--- src/rtl/pipe_ctl_pkg.sv ---
package pipe_ctl_pkg;

    localparam int unsigned RA_W = 5;

    typedef logic [RA_W-1:0] reg_idx_t;

    typedef struct packed {
        logic     wen;
        reg_idx_t rd;
    } dest_t;

    typedef struct packed {
        logic pc_hold;
        logic id_hold;
        logic id_kill;
        logic ex_bubble;
        logic redirect;
    } ctl_t;

    // A source is blocked by a producer only when it names a real register
    function automatic logic dest_blocks(input reg_idx_t src, input dest_t d);
        return d.wen && (src == d.rd) && (src != '0);
    endfunction

endpackage

--- src/rtl/hazard_raw.sv ---
module hazard_raw
    import pipe_ctl_pkg::*;
#(
    parameter int unsigned NUM_SRC = 2
) (
    input  logic                           valid,
    input  logic [NUM_SRC-1:0][RA_W-1:0]   src_idx,
    input  logic [NUM_SRC-1:0]             src_rd,
    input  dest_t                          ex_dst,
    input  dest_t                          mem_dst,
    output logic                           stall
);

    logic [NUM_SRC-1:0] src_hit;

    for (genvar s = 0; s < NUM_SRC; s++) begin : g_src
        assign src_hit[s] = src_rd[s] &&
                            (dest_blocks(src_idx[s], ex_dst) ||
                             dest_blocks(src_idx[s], mem_dst));
    end

    assign stall = valid && (|src_hit);

endmodule

--- src/rtl/fetch_gate.sv ---
module fetch_gate #(
    parameter bit SHARED_PORT = 1'b1
) (
    input  logic mem_port_use,
    output logic port_conflict
);

    if (SHARED_PORT) begin : g_shared
        assign port_conflict = mem_port_use;
    end else begin : g_split
        logic unused_use;
        assign unused_use    = mem_port_use;
        assign port_conflict = 1'b0;
    end

endmodule

--- src/rtl/ctl_priority.sv ---
module ctl_priority
    import pipe_ctl_pkg::*;
(
    input  logic flush,
    input  logic raw_stall,
    input  logic br_decode,
    input  logic port_conflict,
    output ctl_t ctl
);

    always_comb begin
        ctl = '0;
        if (flush) begin
            ctl.id_kill   = 1'b1;
            ctl.ex_bubble = 1'b1;
            ctl.redirect  = 1'b1;
        end else if (raw_stall) begin
            ctl.pc_hold   = 1'b1;
            ctl.id_hold   = 1'b1;
            ctl.ex_bubble = 1'b1;
        end else if (br_decode || port_conflict) begin
            ctl.pc_hold   = 1'b1;
            ctl.id_kill   = 1'b1;
        end
    end

endmodule

--- src/rtl/pipe_interlock.sv ---
module pipe_interlock
    import pipe_ctl_pkg::*;
#(
    parameter int unsigned NUM_SRC     = 2,
    parameter bit          SHARED_PORT = 1'b1
) (
    input  logic                         clk,
    input  logic                         rst,
    input  logic                         id_valid,
    input  logic [NUM_SRC-1:0][RA_W-1:0] id_src_idx,
    input  logic [NUM_SRC-1:0]           id_src_rd,
    input  logic                         id_branch,
    input  logic                         ex_wen,
    input  logic [RA_W-1:0]              ex_rd,
    input  logic                         mem_wen,
    input  logic [RA_W-1:0]              mem_rd,
    input  logic                         ex_branch,
    input  logic                         ex_redirect,
    input  logic                         mem_port_use,
    output logic                         pc_hold,
    output logic                         id_hold,
    output logic                         id_kill,
    output logic                         ex_bubble,
    output logic                         redirect
);

    dest_t ex_dst;
    dest_t mem_dst;
    logic  raw_stall;
    logic  port_conflict;
    logic  flush;
    logic  br_decode;
    ctl_t  ctl;

    assign ex_dst    = '{wen: ex_wen,  rd: ex_rd};
    assign mem_dst   = '{wen: mem_wen, rd: mem_rd};
    assign flush     = ex_branch && ex_redirect;
    assign br_decode = id_valid && id_branch;

    hazard_raw #(.NUM_SRC(NUM_SRC)) raw_i (
        .valid   (id_valid),
        .src_idx (id_src_idx),
        .src_rd  (id_src_rd),
        .ex_dst  (ex_dst),
        .mem_dst (mem_dst),
        .stall   (raw_stall)
    );

    fetch_gate #(.SHARED_PORT(SHARED_PORT)) gate_i (
        .mem_port_use  (mem_port_use),
        .port_conflict (port_conflict)
    );

    ctl_priority prio_i (
        .flush         (flush),
        .raw_stall     (raw_stall),
        .br_decode     (br_decode),
        .port_conflict (port_conflict),
        .ctl           (ctl)
    );

    assign pc_hold   = ctl.pc_hold;
    assign id_hold   = ctl.id_hold;
    assign id_kill   = ctl.id_kill;
    assign ex_bubble = ctl.ex_bubble;
    assign redirect  = ctl.redirect;

    // a held decode always pairs with a frozen PC and an empty execute slot
    p_hold_pairs_r1: assert property (@(posedge clk) disable iff (rst)
        id_hold |-> (pc_hold && ex_bubble && !id_kill && !redirect));

    // a resolved redirect wins over every stall source
    p_flush_wins_r6: assert property (@(posedge clk) disable iff (rst)
        (ex_branch && ex_redirect) |->
            (redirect && id_kill && ex_bubble && !pc_hold && !id_hold));

    // no redirect without a branch in execute
    p_no_branch_r10: assert property (@(posedge clk) disable iff (rst)
        !ex_branch |-> !redirect);

    // an empty decode slot never stalls
    p_empty_decode_r4: assert property (@(posedge clk) disable iff (rst)
        !id_valid |-> !id_hold);

    // a branch leaving decode freezes fetch
    p_branch_freeze_r5: assert property (@(posedge clk) disable iff (rst)
        (id_valid && id_branch && !id_hold && !redirect) |-> (pc_hold && id_kill));

    // decode is never both kept and emptied
    p_hold_kill_excl_r9: assert property (@(posedge clk) disable iff (rst)
        !(id_hold && id_kill));

endmodule

--- config.mk ---
export PLATFORM = sky130hd
export DESIGN_NAME = pipe_interlock
export DESIGN_NICKNAME = d
export VERILOG_FILES = /design/src/rtl/pipe_ctl_pkg.sv /design/src/rtl/hazard_raw.sv /design/src/rtl/fetch_gate.sv /design/src/rtl/ctl_priority.sv /design/src/rtl/pipe_interlock.sv
export SDC_FILE = /design/constraint.sdc
export NUM_CORES = 1
export LEC_CHECK = 0
export ABC_CLOCK_PERIOD_IN_PS = 3650
export BUFFER_PORTS_ARGS = -buffer_cell sky130_fd_sc_hd__buf_2
export CORE_AREA = 2 2 39 41
export DETAILED_ROUTE_END_ITERATION = 6
export DIE_AREA = 0 0 41 43
export PLACE_DENSITY_LB_ADDON = 0.15
export SYNTH_ARGS = -nofsm -noshare
export SYNTH_HDL_FRONTEND = slang
export SYNTH_HIERARCHICAL = 1
export SYNTH_SLANG_ARGS = --single-unit
--- constraint.sdc ---
create_clock -name vclk -period 3.65
set_input_delay 0.365 -clock vclk [all_inputs]
set_output_delay 0.365 -clock vclk [all_outputs]
set_load 0.005 [all_outputs]
=== Word level (Yosys, flattened, before mapping) ===
Index checks and enable logic that the tools add are counted.

* $add $sub $neg: 0
* Multiply operators: 0
* Div/mod/pow operators: 0
* $lt $le $gt $ge: 0
* Eq/ne operators: 4
* Shift-type cells: 0
* Multiplexer cells: 7
* Bitwise operators: 0
* Reductions and logical operators: 19

{| class="wikitable"
|+ Operators by type and width
! cell !! number
|-
| $eq 5x5->1 || 4
|-
| $logic_and 1x1->1 || 13
|-
| $reduce_bool 5->1 || 2
|-
| $mux 1 || 5
|-
| $mux 2 || 2
|-
| $logic_or 1x1->1 || 3
|-
| $reduce_or 2->1 || 1
|}

* Register bits: 0
* Latch bits: 0
* RAM bits: 0
* Memory bits (read-only): 0
* Logic and storage cells: 30
* Memories kept: 0

=== Depth between registers and ports, before layout ===
Gate-level depths: netlist of run 1.

* Word-level depth: 9
* Gate-level depth with buffers: 6

=== Hierarchy ===
Netlist of run 1, hierarchy kept.

{| class="wikitable"
|+ Modules (own cells, without submodules)
! module !! times used !! cells an instance !! area an instance (sq um) !! sequential area each (sq um)
|-
| hazard_raw || 1 || 33 || 266.5 || 0.0
|-
| ctl_priority || 1 || 7 || 42.5 || 0.0
|-
| pipe_interlock || 1 || 2 || 12.5 || 0.0
|-
| fetch_gate || 1 || 1 || 7.5 || 0.0
|}

=== Worst setup path after synthesis of run 1 ===
OpenSTA, ideal clock, no wires.

* Path type: input -> output
* Start point: in id_src_idx[6] (netlist name)
* End point: out pc_hold
* Data arrival time: 1.396 ns
* Setup slack: 1.889 ns
* Stages: 5
* Buffers on the path: 0
* Cells stage by stage: or4_1 -> o211ai_1 -> o22ai_1 -> nor3_1 -> nor2_1

* Cells in the longest elaborated chain, start to end: 9
* Elaborated cells between the ends (all ways): 13

{| class="wikitable"
|+ RTL lines
! item !! line !! RTL
|-
| from (decl) || pipe_interlock.sv:10 || <nowiki>input logic [NUM_SRC-1:0][RA_W-1:0] id_src_idx,</nowiki>
|-
| $eq 5x5->1 || pipe_ctl_pkg.sv:22 || <nowiki>return d.wen && (src == d.rd) && (src != '0);</nowiki>
|-
| $logic_and 1x1->1 (2 in series) || pipe_ctl_pkg.sv:22 ||
|-
| $logic_or 1x1->1 (*) || hazard_raw.sv:18 || <nowiki>(dest_blocks(src_idx[s], ex_dst) ||</nowiki>
|-
| $logic_and 1x1->1 (*) || hazard_raw.sv:17 || <nowiki>assign src_hit[s] = src_rd[s] &&</nowiki>
|-
| $reduce_or 2->1 (*) || hazard_raw.sv:22 || <nowiki>assign stall = valid && (|src_hit);</nowiki>
|-
| $logic_and 1x1->1 (*) || hazard_raw.sv:22 ||
|-
| via raw_stall || pipe_interlock.sv:29 || <nowiki>logic raw_stall;</nowiki>
|-
| $mux 1 (*) || ctl_priority.sv:17 || <nowiki>end else if (raw_stall) begin</nowiki>
|-
| $mux 2 (*) || ctl_priority.sv:13 || <nowiki>if (flush) begin</nowiki>
|-
| to (decl) || pipe_interlock.sv:20 || <nowiki>output logic pc_hold,</nowiki>
|}

Mark *: on every way through the listed nets, which the timed path passes. The rest lies on a longest branch.

=== Worst setup path after layout of run 1 ===
* Start point: in ex_rd[4]
* End point: out pc_hold

* Cells in the longest elaborated chain, start to end: 9
* Elaborated cells between the ends (all ways): 14

{| class="wikitable"
|+ RTL lines
! item !! line !! RTL
|-
| from (decl) || pipe_interlock.sv:14 || <nowiki>input logic [RA_W-1:0] ex_rd,</nowiki>
|-
| $eq 5x5->1 || pipe_ctl_pkg.sv:22 ||
|-
| $logic_and 1x1->1 (2 in series) || pipe_ctl_pkg.sv:22 ||
|-
| $logic_or 1x1->1 || hazard_raw.sv:18 ||
|-
| $logic_and 1x1->1 || hazard_raw.sv:17 ||
|-
| $reduce_or 2->1 (*) || hazard_raw.sv:22 ||
|-
| $logic_and 1x1->1 (*) || hazard_raw.sv:22 ||
|-
| via raw_stall || pipe_interlock.sv:29 ||
|-
| $mux 1 (*) || ctl_priority.sv:17 ||
|-
| $mux 2 (*) || ctl_priority.sv:13 ||
|}

Marked as above.

==> results of run 1 <==
-- routing by layer --
metal	wire length (um)	vias up	track usage [%]
met1	374	179	11.7
met4	0	0	0
li1	-	218	-
met3	59	0	0.524
met5	0	-	0
met2	475	16	20.3
-- cell type report --
type,count,area [um^2]
multi-input combinational,41,314
fill,163,880
tap,16,20.0
timing repair buffer,34,170
-- cells in the mapped netlist --
cell                       instances
sky130_fd_sc_hd__or2_1             1
sky130_fd_sc_hd__o211ai_1          2
sky130_fd_sc_hd__a32oi_1           2
sky130_fd_sc_hd__xnor2_1           4
sky130_fd_sc_hd__o22ai_1           1
sky130_fd_sc_hd__and2b_2           1
sky130_fd_sc_hd__nor4_1            4
sky130_fd_sc_hd__and2_1            4
sky130_fd_sc_hd__buf_4             2
sky130_fd_sc_hd__xor2_1           16
sky130_fd_sc_hd__nor2_1            2
sky130_fd_sc_hd__or4_1             2
sky130_fd_sc_hd__nor3_1            1
sky130_fd_sc_hd__o21bai_1          1
-- power groups by stage --
| stage | Combinational, mW | Sequential (mW) | Clock (mW) |
|---|---|---|---|
| global route | 0.0584 | 0 | 0 |
| detailed placement | 0.0529 | 0 | 0 |
| floorplan | 0.0251 | 0 | 0 |
| finish | 0.0521 | 0 | 0 |
| global placement | 0.0523 | 0 | 0 |
| CTS | 0.0531 | 0 | 0 |
-- through the flow --
step	hold WS, ns	power [mW]	cells	utilization, %	instance area, um^2
2_1_floorplan	0.943	0.0251	43	-	329
3_3_place_gp	1.04	0.0523	91	36.4	504
3_5_place_dp	1.04	0.0529	91	36.4	504
4_1_cts	1.04	0.0531	91	36.4	504
5_1_grt	1.08	0.0584	91	36.4	504
6_report	1.03	0.0521	91	36.4	504
-- worst max path at each step --
stage	startpoint	end	slack, ns	cells past startpoint
floorplan	id_src_idx[6]	pc_hold	1.89	5
global placement	ex_rd[4]	pc_hold	1.54	8
detailed placement	ex_rd[4]	pc_hold	1.52	8
CTS	ex_rd[4]	pc_hold	1.51	8
global route	ex_rd[4]	pc_hold	1.43	8
finish	ex_rd[4]	pc_hold	1.54	8
-- worst min-delay path, cell delays in order --
cell and delay [ns]:
sky130_fd_sc_hd__buf_2 0.08, sky130_fd_sc_hd__nor3_1 0.04, sky130_fd_sc_hd__nor2_1 0.07, sky130_fd_sc_hd__buf_2 0.11
-- kinds of logic (layout without fill, tap and decap cells) --
| group | count (synthesis) | in the layout | share of synthesized area [%] |
|---|---|---|---|
| AOI/OAI and AO/OA | 6 | 6 | 14.1 |
| xor gates and xnor gates | 20 | 20 | 53.2 |
| buffers and inverters | 2 | 34 | 4.56 |
| and+or+nand+nor | 15 | 15 | 28.1 |
==> results.yml, run 1 <==
grt:
  grt_pass1_vias: 340
  groute.usage.overall_pct: 10.3
  grt_remaining_overflow: 0
  grt_max_degree: 6
  global_route_wire_length_before_repair_mm: 1.32
  antenna_found_initial: 0
sta:
  worstMarginPinSlew_ns: 0.321
  hold_viol: 0
  slew-limit-headroom_pct: 78.4
  clock.fmax_mhz: 475
  worst_slack_ns: 1.54
  fin_setup_tns_ns: 0
  slew_violations: 0
  report.final.setup_viol: 0
  grt_setup_unrepaired: "false"
  finalCriticalPeriod_ns: 2.11
  period_share_pct: 57.7
finish:
  number_of_flip_flops_and_latches: 0
  nClkBuffers: 0
  layout_common_cells: "34 x sky130_fd_sc_hd__buf_2, 16 x sky130_fd_sc_hd__xor2_1, 4 x sky130_fd_sc_hd__and2_1, 4 x sky130_fd_sc_hd__nor4_1, 4 x sky130_fd_sc_hd__xnor2_1"
  num_antenna_cells: 0
  regArea_um2: 0
  final_common_cell: "sky130_fd_sc_hd__buf_2"
  flow.area_growth_from_synthesis_pct: 53.2
  layout_cell_share_with_drive_strength_beyond_1_pct: 46.7
  final_net_count: 108
die:
  initial_utilization_pct: 23.8
  design.portCount: 36
  die-area_um2: 1760
  die_x_um: 41
  dieHeight_um: 43
  core_area_um2: 1380
  rows: 14
worst_setup_path:
  worst_setup_path_start_kind: "input port"
  worstPathRequired_ns: 3.28
  timing.critical_path.mode_cell: "sky130_fd_sc_hd__buf_2"
  path_delay_family: "simple AND/OR/NAND/NOR gates"
  worst-path-buf-inv: 2
  worstSetupEndpointType: "output port"
  worstPathCellList: "buf_2 -> xor2_1 -> nor4_1 -> a32oi_1 -> o22ai_1 -> nor3_1 -> nor2_1 -> buf_2"
  worst-path-max-fanout: 4
  crit_path_max_incr_delay_ns: 0.35
  cpMaxStageDelayCell: "sky130_fd_sc_hd__nor4_1"
  critical_path_class: "input port to output port"
  crit_arrival_ns: 1.74
routing:
  wl_per_cell_um: 9.99
  finalWirelength_um: 909
  initialDrtViolationCount: 1
  residual_drc: 0
  postRouteAntennaNets: 0
  drtPass1Iterations: 2
  vias: 413
  vias_per_cell: 4.54
synthesis:
  synth_cells: 43
  synthesis.area_um2: 329
  synth_largest_area_cell: "sky130_fd_sc_hd__xor2_1"
  synthesis_warnings: 6
  synth.lib_cells_used.distinct: 14
  synth_top_cell_area_share_pct: 42.6
  net_count_after_synthesis: 74
  seq_area_frac_synth_pct: 0
  synth.top_cells.by_area: "sky130_fd_sc_hd__xor2_1 43%, sky130_fd_sc_hd__xnor2_1 11%, sky130_fd_sc_hd__and2_1 7.6%"
  avgSynthCellArea_um2: 7.65
pwr:
  seq_power_share_pct: 0
  ir_drop_mv: 0.0295
  cellInternalPower_mw: 0.0282
  power.density_cell_area_nw_per_um2: 103
  clockPowerShare_pct: 0
  p_sw_mw: 0.0238
  p_leak_nw: 0.249
  switching_share_of_power_pct: 45.8
  part_of_the_total_power_dissipated_in_combinational_logic_pct: 100.0
placed_design:
  numPortBuffers: 34
  place.detailed.hpwl_um: 876
  place_congestion: 0.748
  dp_slack_ns: 1.52
cts:
  ctsResizeCount: 0
  cts_post_setup_buffers_inserted: 0
  postCtsHoldBufs: 0
hold_path:
  hold_path.class: "input port to output port"
  startpoint_of_the_worst_hold_path: "mem_port_use"
  min_delay_worst_endpoint: "pc_hold"
  min_delay_path_depth: 4
run_status:
  result_of_the_run: "complete, no violations"
run:
  drv.max_cap_violation_count: 0
Note: power is estimated with default switching activity, not from simulation.
==> run 2, diff against run 1 <==
--- a/config.mk
+++ b/config.mk
@@ -5,7 +5,8 @@
 export SDC_FILE = /design/constraint.sdc
 export NUM_CORES = 1
 export LEC_CHECK = 0
-export ABC_CLOCK_PERIOD_IN_PS = 3650
+export ABC_AREA = 1
+export ABC_CLOCK_PERIOD_IN_PS = 1800
 export BUFFER_PORTS_ARGS = -buffer_cell sky130_fd_sc_hd__buf_2
 export CORE_AREA = 2 2 39 41
 export DETAILED_ROUTE_END_ITERATION = 6
==> constraint.sdc (replaced) <==
create_clock -name vclk -period 1.8
set_input_delay 0.18 -clock vclk [all_inputs]
set_output_delay 0.18 -clock vclk [all_outputs]
set_load 0.005 [all_outputs]
==> results.yml, run 2 <==
sta:
  period_share_pct: 82.0
  slew_violations: 0
  report.final.setup_viol: 0
  worst_slack_ns: 0.323
  worstMarginPinSlew_ns: 0.138
  clock.fmax_mhz: 677
  fin_setup_tns_ns: 0
  grt_setup_unrepaired: "false"
  hold_viol: 0
  finalCriticalPeriod_ns: 1.48
  slew-limit-headroom_pct: 90.7
die:
  rows: 14
  design.portCount: 36
  die-area_um2: 1760
  initial_utilization_pct: 34.8
  dieHeight_um: 43
  core_area_um2: 1380
  die_x_um: 41
grt:
  grt_max_degree: 6
  antenna_found_initial: 0
  global_route_wire_length_before_repair_mm: 1.93
  grt_pass1_vias: 542
  grt_remaining_overflow: 0
  groute.usage.overall_pct: 14.7
routing:
  initialDrtViolationCount: 18
  residual_drc: 0
  wl_per_cell_um: 7.46
  finalWirelength_mm: 1.25
  drtPass1Iterations: 4
  vias: 705
  postRouteAntennaNets: 0
  vias_per_cell: 4.20
finish:
  layout_cell_share_with_drive_strength_beyond_1_pct: 26.3
  final_net_count: 185
  num_antenna_cells: 0
  final_common_cell: "sky130_fd_sc_hd__nand2_1"
  fillCellCount: 177
  layout_common_cells: "61 x sky130_fd_sc_hd__nand2_1, 34 x sky130_fd_sc_hd__buf_2, 22 x sky130_fd_sc_hd__inv_1"
  flow.area_growth_from_synthesis_pct: 36.4
  number_of_flip_flops_and_latches: 0
  nClkBuffers: 0
  regArea_um2: 0
synthesis:
  synthesis.area_um2: 482
  synth_cells: 120
  synth_largest_area_cell: "sky130_fd_sc_hd__nand2_1"
  net_count_after_synthesis: 151
  ys_top_cells_by_count: "61 x sky130_fd_sc_hd__nand2_1, 22 x sky130_fd_sc_hd__inv_1, 17 x sky130_fd_sc_hd__nor2_1"
  synthesis_warnings: 6
  synthMostInstantiatedCell: "sky130_fd_sc_hd__nand2_1"
  synth.lib_cells_used.distinct: 10
  avgSynthCellArea_um2: 4.01
  synth_top_cell_area_share_pct: 47.5
  seq_area_frac_synth_pct: 0
  synth.top_cells.by_area: "sky130_fd_sc_hd__nand2_1 48%, sky130_fd_sc_hd__inv_1 17%, sky130_fd_sc_hd__nor2_1 13%"
hold_path:
  startpoint_of_the_worst_hold_path: "mem_port_use"
  hold_path.class: "input port to output port"
run_status:
  result_of_the_run: "complete, no violations"
pwr:
  p_leak_nw: 0.493
  power.density_cell_area_nw_per_um2: 195
  ir_drop_mv: 0.0751
placed_design:
  dp_slack_ns: 0.327
  place_congestion: 0.819
  place.detailed.hpwl_mm: 1.12
  numPortBuffers: 34
cts:
  postCtsHoldBufs: 0
  cts_post_setup_buffers_inserted: 0
  ctsResizeCount: 0
run:
  drv.max_cap_violation_count: 0
worst_setup_path:
  worstSetupEndpointType: "output port"
  worstPathRequired_ns: 1.62
  worst_setup_path_start_kind: "input port"
  timing.critical_path.from: "id_src_idx[5]"
  worst-path-max-fanout: 5
  crit_arrival_ns: 1.30
  critical_path_class: "input port to output port"
  critPathCapture: "pc_hold"
## run 2: worst min path at each step
stage / end / slack [ns] / cells after the start
after detailed placement: id_kill / 0.66 / 4
after CTS: id_kill / 0.66 / 4
after global placement: id_kill / 0.66 / 4
after floorplan: id_hold / 0.52 / 3
final: id_kill / 0.66 / 4
after global routing: pc_hold / 0.71 / 4
## run 2: layout make-up
class	count	area [um^2]	area share [%]
multi-input combinational	92	369	56.2
timing repair buffer	34	170	25.9
inverter	26	97.6	14.9
tap	16	20.0	3.05
## run 2: where the power goes
part	internal (mW)	total (mW)	switching, mW	leakage (nW)
combinational	0.0563	0.128	0.0717	0.493
clock	0	0	0	0
sequential	0	0	0	0
## run 2: logic make-up after synthesis
logic type | after synthesis | synth area share, %
AND/OR/NAND/NOR | 85 | 68.6
buffers and inverters | 28 | 23.4
AO/OA/AOI/OAI | 7 | 8.05
## run 2: metrics by stage
step | instances | instance area, um^2 | power [mW] | hold slack (ns) | util [%]
final | 168 | 657 | 0.128 | 0.663 | 47.5
after global routing | 168 | 657 | 0.150 | 0.708 | 47.5
after CTS | 168 | 657 | 0.129 | 0.665 | 47.5
after detailed placement | 168 | 657 | 0.128 | 0.662 | 47.5
after global placement | 168 | 657 | 0.127 | 0.660 | 47.5
after floorplan | 120 | 482 | 0.0714 | 0.521 | -
## run 2: metal layers
layer	part of all wire [%]	GRT usage, %	vias up	wire length, um
li1	-	-	411	-
met1	50	21.8	276	628
met2	44	24.4	18	551
met3	5.9	0	0	74
met4	0	0	0	0
met5	0	0	-	0
## run 2: critical path, cell delays in order
cell	delay (ns)
sky130_fd_sc_hd__buf_2	0.09
sky130_fd_sc_hd__inv_1	0.12
sky130_fd_sc_hd__nor2_1	0.05
sky130_fd_sc_hd__nor2_1	0.13
sky130_fd_sc_hd__nand3_1	0.09
sky130_fd_sc_hd__nand2_1	0.08
sky130_fd_sc_hd__nand2_1	0.06
sky130_fd_sc_hd__a21oi_2	0.12
sky130_fd_sc_hd__inv_1	0.07
sky130_fd_sc_hd__nor2_2	0.09
sky130_fd_sc_hd__inv_1	0.04
sky130_fd_sc_hd__nand2_1	0.05
sky130_fd_sc_hd__buf_2	0.10
